File: src/rtl/mapper_pkg.sv
package mapper_pkg;

  localparam int BYTE_W     = 8;
  localparam int IDX_W      = 4;
  localparam int NUM_SLOTS  = 1 << IDX_W;
  localparam int PRG_BANK_W = 5;
  localparam int CHR_BANK_W = 8;
  localparam int PRG_OFS_W  = 13;
  localparam int CHR_OFS_W  = 10;
  localparam int PRG_ADDR_W = PRG_BANK_W + PRG_OFS_W;
  localparam int CHR_ADDR_W = CHR_BANK_W + CHR_OFS_W;

  localparam logic [IDX_W-1:0] SLOT_PRG_LO  = 4'd6;
  localparam logic [IDX_W-1:0] SLOT_PRG_MID = 4'd7;
  localparam logic [IDX_W-1:0] SLOT_PRG_ALT = 4'd15;

  typedef enum logic [1:0] {
    WIN_LOW  = 2'd0,
    WIN_MID  = 2'd1,
    WIN_HIGH = 2'd2,
    WIN_TOP  = 2'd3
  } prg_win_e;

  typedef struct packed {
    logic             chr_inv;
    logic             prg_swap;
    logic             chr_fine;
    logic [IDX_W-1:0] target;
  } ctrl_t;

  // Byte layout of the control register; bit 4 carries nothing.
  function automatic ctrl_t unpack_ctrl(input logic [BYTE_W-1:0] b);
    ctrl_t c;
    c.chr_inv  = b[7];
    c.prg_swap = b[6];
    c.chr_fine = b[5];
    c.target   = b[3:0];
    return c;
  endfunction

  // Indexes that hold a bank register.
  function automatic logic slot_exists(input int unsigned idx);
    return (idx <= 9) || (idx == 15);
  endfunction

  // Which register feeds a switchable CPU window.
  function automatic logic [IDX_W-1:0] prg_slot(input logic swap, input prg_win_e w);
    logic [IDX_W-1:0] s;
    case (w)
      WIN_LOW:  s = swap ? SLOT_PRG_ALT : SLOT_PRG_LO;
      WIN_HIGH: s = swap ? SLOT_PRG_LO  : SLOT_PRG_ALT;
      default:  s = SLOT_PRG_MID;
    endcase
    return s;
  endfunction

  // Which register feeds a 1 KiB PPU slot given A12..A10.
  function automatic logic [IDX_W-1:0] chr_slot(input logic inv, input logic fine,
                                                input logic [2:0] a);
    logic [IDX_W-1:0] s;
    if (a[2] ^ inv) begin
      s = 4'd2 + {2'b00, a[1:0]};
    end else if (fine) begin
      case (a[1:0])
        2'd0:    s = 4'd0;
        2'd1:    s = 4'd8;
        2'd2:    s = 4'd1;
        default: s = 4'd9;
      endcase
    end else begin
      s = {3'b000, a[1]};
    end
    return s;
  endfunction

  // True when a slot uses the 2 KiB form (A10 replaces bank bit 0).
  function automatic logic chr_coarse(input logic inv, input logic fine, input logic a12);
    return !(a12 ^ inv) && !fine;
  endfunction

endpackage

File: src/rtl/mapper_regfile.sv
module mapper_regfile
  import mapper_pkg::*;
(
  input  logic                        clk,
  input  logic                        rst_n,
  input  logic                        wr_en,
  input  logic                        a15,
  input  logic [1:0]                  pair,
  input  logic                        odd,
  input  logic [BYTE_W-1:0]           wdata,
  output ctrl_t                       ctrl_q,
  output logic [NUM_SLOTS*BYTE_W-1:0] bank_flat,
  output logic                        mirror_q,
  output logic                        ev_ctrl_wr,
  output logic                        ev_data_wr,
  output logic                        ev_mirror_wr
);

  logic hit;
  assign hit          = wr_en && a15;
  assign ev_ctrl_wr   = hit && (pair == 2'd0) && !odd;
  assign ev_data_wr   = hit && (pair == 2'd0) &&  odd;
  assign ev_mirror_wr = hit && (pair == 2'd1) && !odd;

  logic unused_bit4;
  assign unused_bit4 = wdata[4];

  always_ff @(posedge clk) begin
    if (!rst_n) begin
      ctrl_q <= '0;
    end else if (ev_ctrl_wr) begin
      ctrl_q <= unpack_ctrl(wdata);
    end
  end

  always_ff @(posedge clk) begin
    if (!rst_n) begin
      mirror_q <= 1'b0;
    end else if (ev_mirror_wr) begin
      mirror_q <= wdata[0];
    end
  end

  for (genvar i = 0; i < NUM_SLOTS; i++) begin : g_slot
    if (slot_exists(i)) begin : g_real
      logic [BYTE_W-1:0] q;
      always_ff @(posedge clk) begin
        if (!rst_n) begin
          q <= '0;
        end else if (ev_data_wr && (ctrl_q.target == IDX_W'(i))) begin
          q <= wdata;
        end
      end
      assign bank_flat[i*BYTE_W +: BYTE_W] = q;
    end else begin : g_none
      assign bank_flat[i*BYTE_W +: BYTE_W] = '0;
    end
  end

endmodule

File: src/rtl/mapper_prg_map.sv
module mapper_prg_map
  import mapper_pkg::*;
(
  input  logic                        prg_swap,
  input  logic [NUM_SLOTS*BYTE_W-1:0] bank_flat,
  input  logic [14:0]                 cpu_addr,
  output logic [PRG_ADDR_W-1:0]       prg_addr
);

  prg_win_e              win;
  logic [IDX_W-1:0]      slot;
  logic [BYTE_W-1:0]     raw;
  logic [PRG_BANK_W-1:0] bank;
  logic                  unused_hi;

  assign win  = prg_win_e'(cpu_addr[14:13]);
  assign slot = prg_slot(prg_swap, win);
  assign raw  = bank_flat[slot*BYTE_W +: BYTE_W];
  assign unused_hi = ^raw[BYTE_W-1:PRG_BANK_W];

  always_comb begin
    if (win == WIN_TOP) bank = '1;
    else                bank = raw[PRG_BANK_W-1:0];
  end

  assign prg_addr = {bank, cpu_addr[PRG_OFS_W-1:0]};

endmodule

File: src/rtl/mapper_chr_map.sv
module mapper_chr_map
  import mapper_pkg::*;
(
  input  logic                        chr_inv,
  input  logic                        chr_fine,
  input  logic [NUM_SLOTS*BYTE_W-1:0] bank_flat,
  input  logic [12:0]                 ppu_addr,
  output logic [CHR_ADDR_W-1:0]       chr_addr
);

  logic [IDX_W-1:0]      slot;
  logic [CHR_BANK_W-1:0] raw;
  logic [CHR_BANK_W-1:0] bank;
  logic                  coarse;

  assign slot   = chr_slot(chr_inv, chr_fine, ppu_addr[12:10]);
  assign raw    = bank_flat[slot*BYTE_W +: BYTE_W];
  assign coarse = chr_coarse(chr_inv, chr_fine, ppu_addr[12]);
  assign bank   = coarse ? {raw[CHR_BANK_W-1:1], ppu_addr[10]} : raw;

  assign chr_addr = {bank, ppu_addr[CHR_OFS_W-1:0]};

endmodule

File: src/rtl/bank_mapper_top.sv
module bank_mapper_top
  import mapper_pkg::*;
(
  input  logic                  clk,
  input  logic                  rst_n,
  input  logic                  cpu_wr_en,
  input  logic [15:0]           cpu_addr,
  input  logic [7:0]            cpu_wdata,
  input  logic [12:0]           ppu_addr,
  output logic [PRG_ADDR_W-1:0] prg_addr,
  output logic [CHR_ADDR_W-1:0] chr_addr,
  output logic                  mirror_horiz
);

  ctrl_t                       ctrl_q;
  logic [NUM_SLOTS*BYTE_W-1:0] bank_flat;
  logic                        mirror_q;
  logic                        ev_ctrl_wr;
  logic                        ev_data_wr;
  logic                        ev_mirror_wr;

  mapper_regfile u_regs (
    .clk          (clk),
    .rst_n        (rst_n),
    .wr_en        (cpu_wr_en),
    .a15          (cpu_addr[15]),
    .pair         (cpu_addr[14:13]),
    .odd          (cpu_addr[0]),
    .wdata        (cpu_wdata),
    .ctrl_q       (ctrl_q),
    .bank_flat    (bank_flat),
    .mirror_q     (mirror_q),
    .ev_ctrl_wr   (ev_ctrl_wr),
    .ev_data_wr   (ev_data_wr),
    .ev_mirror_wr (ev_mirror_wr)
  );

  mapper_prg_map u_prg (
    .prg_swap  (ctrl_q.prg_swap),
    .bank_flat (bank_flat),
    .cpu_addr  (cpu_addr[14:0]),
    .prg_addr  (prg_addr)
  );

  mapper_chr_map u_chr (
    .chr_inv   (ctrl_q.chr_inv),
    .chr_fine  (ctrl_q.chr_fine),
    .bank_flat (bank_flat),
    .ppu_addr  (ppu_addr),
    .chr_addr  (chr_addr)
  );

  assign mirror_horiz = mirror_q;

endmodule

File: config.mk
export PLATFORM = sky130hd
export DESIGN_NAME = bank_mapper_top
export DESIGN_NICKNAME = d
export VERILOG_FILES = /design/src/rtl/mapper_pkg.sv /design/src/rtl/mapper_regfile.sv /design/src/rtl/mapper_prg_map.sv /design/src/rtl/mapper_chr_map.sv /design/src/rtl/bank_mapper_top.sv
export SDC_FILE = /design/constraint.sdc
export NUM_CORES = 1
export LEC_CHECK = 0
export BUFFER_PORTS_ARGS = -buffer_cell sky130_fd_sc_hd__buf_4
export CORE_MARGIN = 2
export CORE_UTILIZATION = 35
export CTS_CLUSTER_SIZE = 40
export DETAILED_ROUTE_END_ITERATION = 6
export PLACE_DENSITY = 0.68
export SYNTH_ARGS = -nofsm -noshare
export SYNTH_HDL_FRONTEND = slang
export SYNTH_SLANG_ARGS = --single-unit
File: constraint.sdc
create_clock -name clk -period 2.2 [get_ports clk]
set_input_delay 0.55 -clock clk [delete_from_list [all_inputs] [get_ports clk]]
set_output_delay 0.55 -clock clk [all_outputs]
set_load 0.02 [all_outputs]
# == Yosys cells after proc, flatten, opt, wreduce, memory -nomap -nowiden ==
# Index checks and enable logic that the tools add are counted.
# Widths: inputs -> output; s select.
# totals
elab_cells,67
out_inout_bits,37
in_bits,40
register_bits,96
mem_bits_ro,0
latch_bits,0
ramBits,0
mem_count,0
# op_classes
bitwise,1
n_eq_ne,15
n_addsub,1
multipliers,0
div,0
reduce_logical,24
n_shift,2
order_cmp,0
muxes,8
# ops
operator,count
$shiftx 128x8->5,1
$shiftx 128x8->8,1
$logic_and 1x1->1,18
$eq 4x3->1 const B,4
$mux 4,4
$eq 4x4->1 const B,3
$pmux 4 s3,1
$eq 4x2->1 const B,2
$pmux 4 s2,1
$eq 2x2->1 const B,3
$mux 5,1
$eq 2x1->1 const B,2
$eq 4x1->1 const B,1
$logic_not 2->1,2
$logic_not 4->1,1
$add 2x2->3 const A,1
$logic_not 1->1,3
$mux 1,1
$xor 1x1->1,1

# == Depth between registers and ports, before layout ==
# Gate-level depths: netlist of run 1.
# depth
ltp_word,6
mapped_depth,6
ltp_nobuf,4

# == Modules after synthesis ==
# From an unflattened synthesis of run 1, not the netlist that was laid out.
# unflattened
hier_cells,536
area_unflattened_um2,5109.9
# modules_own_cells
mod,seq_area_each_um2,instances,cells_each,area_each_um2
mapper_regfile,1921.8,1,399,3998.8
mapper_chr_map,0.0,1,100,817.0
mapper_prg_map,0.0,1,37,294.0

# == Worst setup path before layout of run 1 ==
# Ideal clock, no wire load.
# synth_path
path_type,input -> output
start,input port ppu_addr[11]
end,output port chr_addr[10]
required_time_ps,1650
path_buffers,2
setup_slack_ps,-107
path_stages,6
arrival_ps,1757
path_cell_list,buf_2 buf_2 nor2b_1 nor3_1 o22ai_1 o21ai_0
# synth_via
elab_chain_cells,6
word_cells_on_any_way,9
cone_classes,add/sub: 1; eq/ne: 2; shift: 1; mux: 4; reduce/logical: 1
# synth_lines
item,line_no,text
start: declaration,bank_mapper_top.sv:9,"input logic [12:0] ppu_addr,"
$eq 2x2->1 (tied with other cells),mapper_pkg.sv:64,case (a[1:0])
$pmux 4 s3,mapper_pkg.sv:64,
$mux 4,mapper_pkg.sv:63,end else if (fine) begin
$mux 4 (*),mapper_pkg.sv:61,if (a[2] ^ inv) begin
$shiftx 128x8->8 (*),mapper_chr_map.sv:17,assign raw = bank_flat[slot*BYTE_W +: BYTE_W];
$mux 1 (*),mapper_chr_map.sv:19,"assign bank = coarse ? {raw[CHR_BANK_W-1:1], ppu_addr[10]} : raw;"
end: declaration,bank_mapper_top.sv:11,"output logic [CHR_ADDR_W-1:0] chr_addr,"
# Every way passes the cells marked *; elsewhere a longest branch is shown, timed or not.

# == Worst setup path after layout of run 1 ==
# layout_path
start,"register, netlist name u_regs.ctrl_q[6]"
end,output port chr_addr[11]
# layout_via
elab_chain_cells,3
# layout_lines
item,line_no
$xor 1x1->1,mapper_pkg.sv:61
$mux 4,mapper_pkg.sv:61
$shiftx 128x8->8,mapper_chr_map.sv:17
# Every way passes these cells.

==> results of run 1 <==
## sequential cells by signal (all words and copies together) (netlist names)
signal,count
u_regs.ctrl_q,7
u_regs.g_slot.g_real.q,79
u_regs.mirror_q,1
## repair_timing
| action | CTS | global route |
|---|---|---|
| resized for setup | 25 | 2 |
| pin swaps | 8 | 8 |
| gates cloned | 0 | 0 |
| endpoints found under the setup margin | 13 | 13 |
## power by group through the flow
stage / clock network (mW) / registers, mW / logic (mW)
2_1_floorplan: 0 / 1.62 / 0.203
3_3_place_gp: 0 / 1.62 / 0.249
3_5_place_dp: 0 / 1.62 / 0.251
4_1_cts: 1.43 / 1.58 / 0.270
5_1_grt: 1.49 / 1.58 / 0.289
6_report: 1.40 / 1.58 / 0.270
## layout make-up
| cell class | count | area (um^2) |
|---|---|---|
| fill | 1124 | 6950 |
| multi-input combinational | 283 | 2305 |
| sequential | 87 | 1749 |
| timing repair buffer | 50 | 442.9 |
| clock buffer | 9 | 225.2 |
| tap | 147 | 183.9 |
| clock inverter | 7 | 47.55 |
| inverter | 2 | 7.507 |
## final timing paths
path,start,endpoint,slack (ps)
worst min-delay path,u_regs.g_slot[3].g_real.q[1]$_SDFFE_PN0P_,u_regs.g_slot[3].g_real.q[1]$_SDFFE_PN0P_,460
worst max-delay path,u_regs.ctrl_q[6]$_SDFFE_PN0P_,chr_addr[11],-200
worst min register to register,u_regs.g_slot[3].g_real.q[1]$_SDFFE_PN0P_,u_regs.g_slot[3].g_real.q[1]$_SDFFE_PN0P_,460
worst max register to register,u_regs.ctrl_q[0]$_SDFFE_PN0P_,u_regs.g_slot[15].g_real.q[0]$_SDFFE_PN0P_,570
## Yosys cell counts
library cell	count
a211oi_1	3
a21oi_1	7
and2_1	2
and3_1	2
and4_1	1
and4bb_1	1
buf_2	6
buf_4	24
buf_6	2
clkbuf_1	11
dfxtp_1	87
inv_1	2
mux2_2	18
mux2i_1	98
mux2i_2	1
mux4_1	1
mux4_2	4
nand2_1	73
nand2_2	3
nand2b_1	1
nand3_1	1
nand3_2	6
nand3_4	1
nor2_1	10
nor2b_1	29
nor3_1	3
nor3_2	1
nor3b_1	1
nor4_4	2
o21ai_0	1
o22a_1	5
o22ai_1	5
xnor2_1	1
xor2_2	1
xor2_4	1
## layer usage
metal  track usage (%)  vias up  wire length (um)
met2             26.07       37              4677
met5                 0        -                 0
met1             17.69     1409              4158
met3             3.547       27               258
met4             8.293        0               317
li1                  -     1445                 -
## through the flow
stage                     total power, mW  instance area (um^2)  TNS [ps]  utilization (%)  hold WS (ps)
after floorplan                     1.820                  4275    -145.7                -         432.2
after global placement              1.866                  4576     -1471            38.41         443.3
after detailed placement            1.869                  4576     -1513            38.41         448.4
after CTS                           3.281                  4950     -1142            41.55         458.8
after global routing                3.359                  4961     -1796            41.65         476.3
final                               3.253                  4961     -1106            41.65         457.0
## logic make-up (layout without fill, tap and decap cells)
kind of cell              Yosys count  after routing
xor gates and xnor gates            3              3
muxes                             122            122
DFF                                87             87
and+or+nand+nor                   137            137
buffers and inverters              45             68
AOI/OAI and AO/OA                  21             21
## worst max-delay path: cells and delay by family (launching register included)
kind | cells | cell delay (ps)
XOR/XNOR | 1 | 230
flip-flops | 1 | 370
multiplexers | 1 | 310
buffers and inverters | 2 | 400
AND/OR/NAND/NOR | 1 | 140
AO/OA/AOI/OAI | 1 | 50
==> impl_metrics.py, run 1 <==
metrics = {
    "placement": {
        "port-buffer-count": 32,
        "gp_congestion": 0.8018,
        "place_inst": 569,
        "dp_hpwl_mm": 6.581,
        "post-place-ws_ps": -266.8,
    },
    "die": {
        "core_area_um2": 11910,
        "initial_core_util_pct": 35.67,
        "num_rows": 40,
        "fp.dieH_um": 114.2,
        "boundaryPins": 77,
        "die_w_um": 114.2,
        "fp.dieArea_um2": 13040,
    },
    "synthesis": {
        "avgSynthCellArea_um2": 10.24,
        "synth_largest_area_cell": "dfxtp_1",
        "synth_cells": 415,
        "yosysWarnings": 0,
        "ys_ff_latch": 87,
        "synth_top_family_by_area": "multiplexers",
        "netlist.area_leader.share_pct": 40.99,
        "synthMuxAreaShare_pct": 30.92,
        "ys_seq_area_share_pct": 40.99,
        "ys_types": 35,
        "synth_xor_area_share_pct": 1.237,
        "syn_nets": 455,
        "synth_compound_area_share_pct": 3.239,
        "synthAdderAreaFrac_pct": 0,
        "netlist_area_um2": 4249,
        "yosys.area_share.simple_pct": 16.99,
        "synth_area_leaders": "dfxtp_1 41%, mux2i_1 23%, nand2_1 6.4%",
    },
    "layout": {
        "drive_above_1_share_pct": 26.03,
        "final_common_cell": "mux2i_1",
        "diodes": 0,
        "syn2layout_area_growth_pct": 16.76,
        "stdcell_count": 585,
        "mostFrequentLayoutCells": "97 x mux2i_1, 85 x dfxtp_1, 73 x nand2_1, 39 x buf_4, 29 x nor2b_1",
        "finalNetCount": 473,
    },
    "timing": {
        "fin_skew_ps": 8.141,
        "final-setup-viol-count": 8,
        "slew_viol_final": 0,
        "relSlewSlack_pct": 71.30,
        "rsz0062_at_grt": "yes",
        "finalCritPeriodShare_pct": 109.0,
        "final.min_clock_period_ps": 2397,
        "tightest_slew_ps": 430.4,
        "finalWorstSetupSlack_ps": -197.2,
        "finalHoldViolCount": 0,
        "timing.fmax_ghz": 0.4172,
    },
    "power": {
        "power.switching_mw": 0.7926,
        "power_frac_clock_pct": 43.1,
        "intPower_mw": 2.461,
        "power_frac_comb_pct": 8.3,
        "swShare_pct": 24.36,
        "power_density_nw_per_um2": 655.8,
        "vdd_drop_max_mv": 0.3043,
        "power_frac_seq_pct": 48.6,
        "leakage_nw": 2.261,
    },
    "clocking": {
        "cts_tree": "done",
        "cts.htree.levels": 3,
        "cts_made_buffers": 9,
        "clk_latency_ps": 350,
        "cts_hold_buf": 0,
        "path_clk_slew_ps": 60,
        "cts.sinks": 87,
        "post-cts-setup-buffer-count": 0,
        "cts-root-buf": "clkbuf_16",
        "cts_buffer_depth": 2,
    },
    "grt": {
        "grt_use_total_pct": 15.26,
        "grt_max_degree": 48,
        "overflow": 0,
        "antenna_found_initial": 0,
        "grt_pass1_vias": 3010,
        "grt_first_pass_wirelength_mm": 15.32,
    },
    "worst_setup_path": {
        "cp_cell_sequence": "xor2_4 > buf_4 > mux4_2 > nor2_1 > a21oi_2 > buf_4",
        "crit_path_end_kind": "output port",
        "critical-path-max-stage-delay_ps": 370,
        "crit_arrival_ps": 1850,
        "ff2ff_path_depth": 4,
        "worst-path-max-fanout": 9,
        "cpMaxStageDelayCell": "dfxtp_4",
        "startpoint_type": "flop",
        "crit_type": "reg -> out",
        "critPathRequiredTime_ps": 1650,
        "critPathMostFrequentCell": "buf_4",
    },
    "hold_path": {
        "hp-class": "reg -> reg",
        "min_path_cells": 2,
    },
    "route": {
        "drtAntennaViolNets": 0,
        "drt_wl_total_mm": 9.411,
        "routedWlPerCell_um": 16.09,
        "drc": 0,
        "drt-vias-per-instance": 4.988,
        "vias": 2918,
        "first_iter_violations": 125,
        "drtPass1Iterations": 4,
    },
    "run_status": {
        "violations": "setup timing",
        "outcome": "complete, but fails checks",
    },
    "job": {
        "drv_cap": 0,
    },
}
Power figures use the tool's default switching activity.
==> run 2: changes to the inputs <==
--- a/config.mk
+++ b/config.mk
@@ -5,12 +5,12 @@
 export SDC_FILE = /design/constraint.sdc
 export NUM_CORES = 1
 export LEC_CHECK = 0
-export BUFFER_PORTS_ARGS = -buffer_cell sky130_fd_sc_hd__buf_4
 export CORE_MARGIN = 2
 export CORE_UTILIZATION = 35
 export CTS_CLUSTER_SIZE = 40
 export DETAILED_ROUTE_END_ITERATION = 6
-export PLACE_DENSITY = 0.68
+export DONT_BUFFER_PORTS = 1
+export PLACE_DENSITY = 0.63
 export SYNTH_ARGS = -nofsm -noshare
 export SYNTH_HDL_FRONTEND = slang
 export SYNTH_SLANG_ARGS = --single-unit
==> run 2 against run 1 <==
  * The run still ends with setup timing left
  * Total power is 0.97% higher
  * Clock-buffer cell count stayed put
  * Clock skew hardly changed
  * Worst setup slack better by 47 ps
  * Combinational power is 44% lower
  * Sequential share of layout area is 2.2 points higher
  * Critical path depth stayed put
  * Utilization is 2.5 points lower
  * Die area stayed put
  * Sequential power hardly changed
  * Flip-flop and latch count stayed put
  * Register-to-register slack worse by 40 ps
  * Largest power group unchanged
  * Highest routed layer unchanged
==> impl_metrics.py, run 2 (synthesis results as in run 1) <==
metrics = {
    "die": {
        "core_area_um2": 11910,
        "fp.dieH_um": 114.2,
        "die_w_um": 114.2,
        "boundaryPins": 77,
        "fp.dieArea_um2": 13040,
        "num_rows": 40,
        "initial_core_util_pct": 35.67,
    },
    "worst_setup_path": {
        "cp-startpoint": "u_regs.ctrl_q[6]$_SDFFE_PN0P_",
        "critPathRequiredTime_ps": 1650,
        "endpoint": "chr_addr[13]",
        "cp.depth": 6,
        "r2r-start": "u_regs.ctrl_q[0]$_SDFFE_PN0P_",
        "critical_path.top_delay_family": "multiplexers",
        "r2r-end": "u_regs.g_slot[15].g_real.q[1]$_SDFFE_PN0P_",
        "startpoint_type": "flop",
        "worst-path-max-fanout": 4,
        "crit_type": "reg -> out",
        "critical-path-max-stage-delay_ps": 360,
        "reg2reg_slack_ps": 530,
        "ff2ff_path_depth": 4,
        "cp_cell_sequence": "xor2_4 > mux2i_4 > buf_6 > mux2i_1 > a21oi_1 > buf_4",
        "crit_arrival_ps": 1800,
        "crit_path_end_kind": "output port",
        "cpMaxStageDelayCell": "dfxtp_4",
        "critPathBufInv": 2,
    },
    "job": {
        "drv_cap": 0,
    },
    "layout": {
        "finalNetCount": 438,
        "finalInstanceArea_um2": 4664,
        "syn2layout_area_growth_pct": 9.776,
        "drive_above_1_share_pct": 19.45,
        "largest_reg_flops": 79,
        "stdcell_count": 548,
        "top_register": "u_regs.g_slot.g_real.q",
        "mostFrequentLayoutCells": "97 x mux2i_1, 85 x dfxtp_1, 72 x nand2_1, 29 x nor2b_1, 18 x mux2_2",
        "final_common_cell": "mux2i_1",
        "diodes": 0,
        "top_regs": "u_regs.g_slot.g_real.q (79), u_regs.ctrl_q (7), u_regs.mirror_q (1)",
        "utilization_pct": 39.16,
    },
    "grt": {
        "antenna_found_initial": 0,
        "grt_first_pass_wirelength_mm": 15.01,
        "grt_max_degree": 96,
        "grtUsageMet2_pct": 25.95,
        "overflow": 0,
        "grt_pass1_vias": 2868,
        "use_met1_pct": 18.00,
        "busiest_layer": "met2",
        "grt_use_total_pct": 14.92,
        "met3_usage_pct": 1.800,
    },
    "timing": {
        "tightest_slew_ps": 449.5,
        "relSlewSlack_pct": 69.81,
        "final-setup-viol-count": 6,
        "finalWorstSetupSlack_ps": -150.2,
        "timing.fmax_ghz": 0.4255,
        "finalHoldWorstSlack_ps": 355.0,
        "fin_skew_ps": 8.091,
        "rsz0062_at_grt": "yes",
        "finalHoldViolCount": 0,
        "slew_viol_final": 0,
        "finalCritPeriodShare_pct": 106.8,
        "final.min_clock_period_ps": 2350,
    },
    "route": {
        "drtAntennaViolNets": 0,
        "vias": 2793,
        "routedWlPerCell_um": 16.80,
        "drt-vias-per-instance": 5.097,
        "drc": 0,
        "drt_wl_total_mm": 9.204,
        "first_iter_violations": 76,
        "drtPass1Iterations": 4,
    },
    "power": {
        "leakage_nw": 2.079,
        "vdd_drop_max_mv": 0.3931,
        "power_density_nw_per_um2": 704.2,
    },
    "clocking": {
        "cts_hold_buf": 0,
        "cts.htree.levels": 3,
        "clk_latency_ps": 340,
        "cts_buffer_depth": 2,
        "cts_tree": "done",
        "cts-root-buf": "clkbuf_16",
        "cts.sinks": 87,
        "path_clk_slew_ps": 60,
        "cts_made_buffers": 9,
        "post-cts-setup-buffer-count": 0,
    },
    "placement": {
        "place_inst": 534,
        "gp_congestion": 0.7804,
        "port-buffer-count": 0,
        "dp_hpwl_mm": 6.317,
        "postPlaceCellArea_um2": 4300,
        "post-place-ws_ps": -26.98,
    },
    "run_status": {
        "outcome": "complete, but fails checks",
        "violations": "setup timing",
    },
    "hold_path": {
        "hp-class": "in -> reg",
    },
}
==> run 2: changes by cell type in the layout (fill, tap and decap cells not counted), sizes merged <==
| cell | previous run | this run |
|---|---|---|
| buf | 50 | 15 |
| bufinv | 0 | 2 |
| clkinvlp | 2 | 0 |
| clkinv | 4 | 3 |
| inv | 3 | 2 |
==> run 2: final cells by class <==
class                           count  area (um^2)
Fill cell                        1166         7247
Multi-Input combinational cell    283         2282
Sequential cell                    87         1747
Clock buffer                        9        225.2
Tap cell                          147        183.9
Timing Repair Buffer               15        143.9
Clock inverter                      5        75.07
Inverter                            2        7.507
==> run 2: how the worst min path moves through the flow <==
| stage | cells after the start | from | slack (ps) | endpoint |
|---|---|---|---|---|
| 2_1_floorplan | 2 | u_regs.g_slot[6].g_real.q[0]$_SDFFE_PN0P_ | 430 | u_regs.g_slot[6].g_real.q[0]$_SDFFE_PN0P_ |
| 3_3_place_gp | 2 | u_regs.g_slot[0].g_real.q[6]$_SDFFE_PN0P_ | 440 | u_regs.g_slot[0].g_real.q[6]$_SDFFE_PN0P_ |
| 3_5_place_dp | 2 | u_regs.g_slot[2].g_real.q[4]$_SDFFE_PN0P_ | 450 | u_regs.g_slot[2].g_real.q[4]$_SDFFE_PN0P_ |
| 4_1_cts | 1 | rst_n | 350 | u_regs.g_slot[7].g_real.q[0]$_SDFFE_PN0P_ |
| 5_1_grt | 1 | rst_n | 350 | u_regs.g_slot[15].g_real.q[2]$_SDFFE_PN0P_ |
| 6_report | 1 | rst_n | 360 | u_regs.mirror_q$_SDFFE_PN0P_ |
==> run 2: metrics by stage <==
stage | TNS [ps] | total power [mW]
6_report | -731.7 | 3.285
5_1_grt | -1335 | 3.400
4_1_cts | -781.1 | 3.314
3_5_place_dp | -26.98 | 1.760
3_3_place_gp | -23.70 | 1.759
2_1_floorplan | -145.7 | 1.820
==> run 2: repair_timing <==
action                     in CTS  in global routing
setup endpoints to repair      10                 13
gates resized for setup         7                  9
pin swaps                      10                  5
==> run 2: report_power, final <==
group          switching (mW)  internal (mW)
logic                  0.0772         0.0730
registers             0.00430           1.58
clock network           0.577          0.975
==> run 2: metal layers <==
layer,vias to the layer above,share of wire (%)
li1,1372,-
met1,1367,45
met3,28,2.0
met5,-,0
met2,26,51
met4,0,2.7
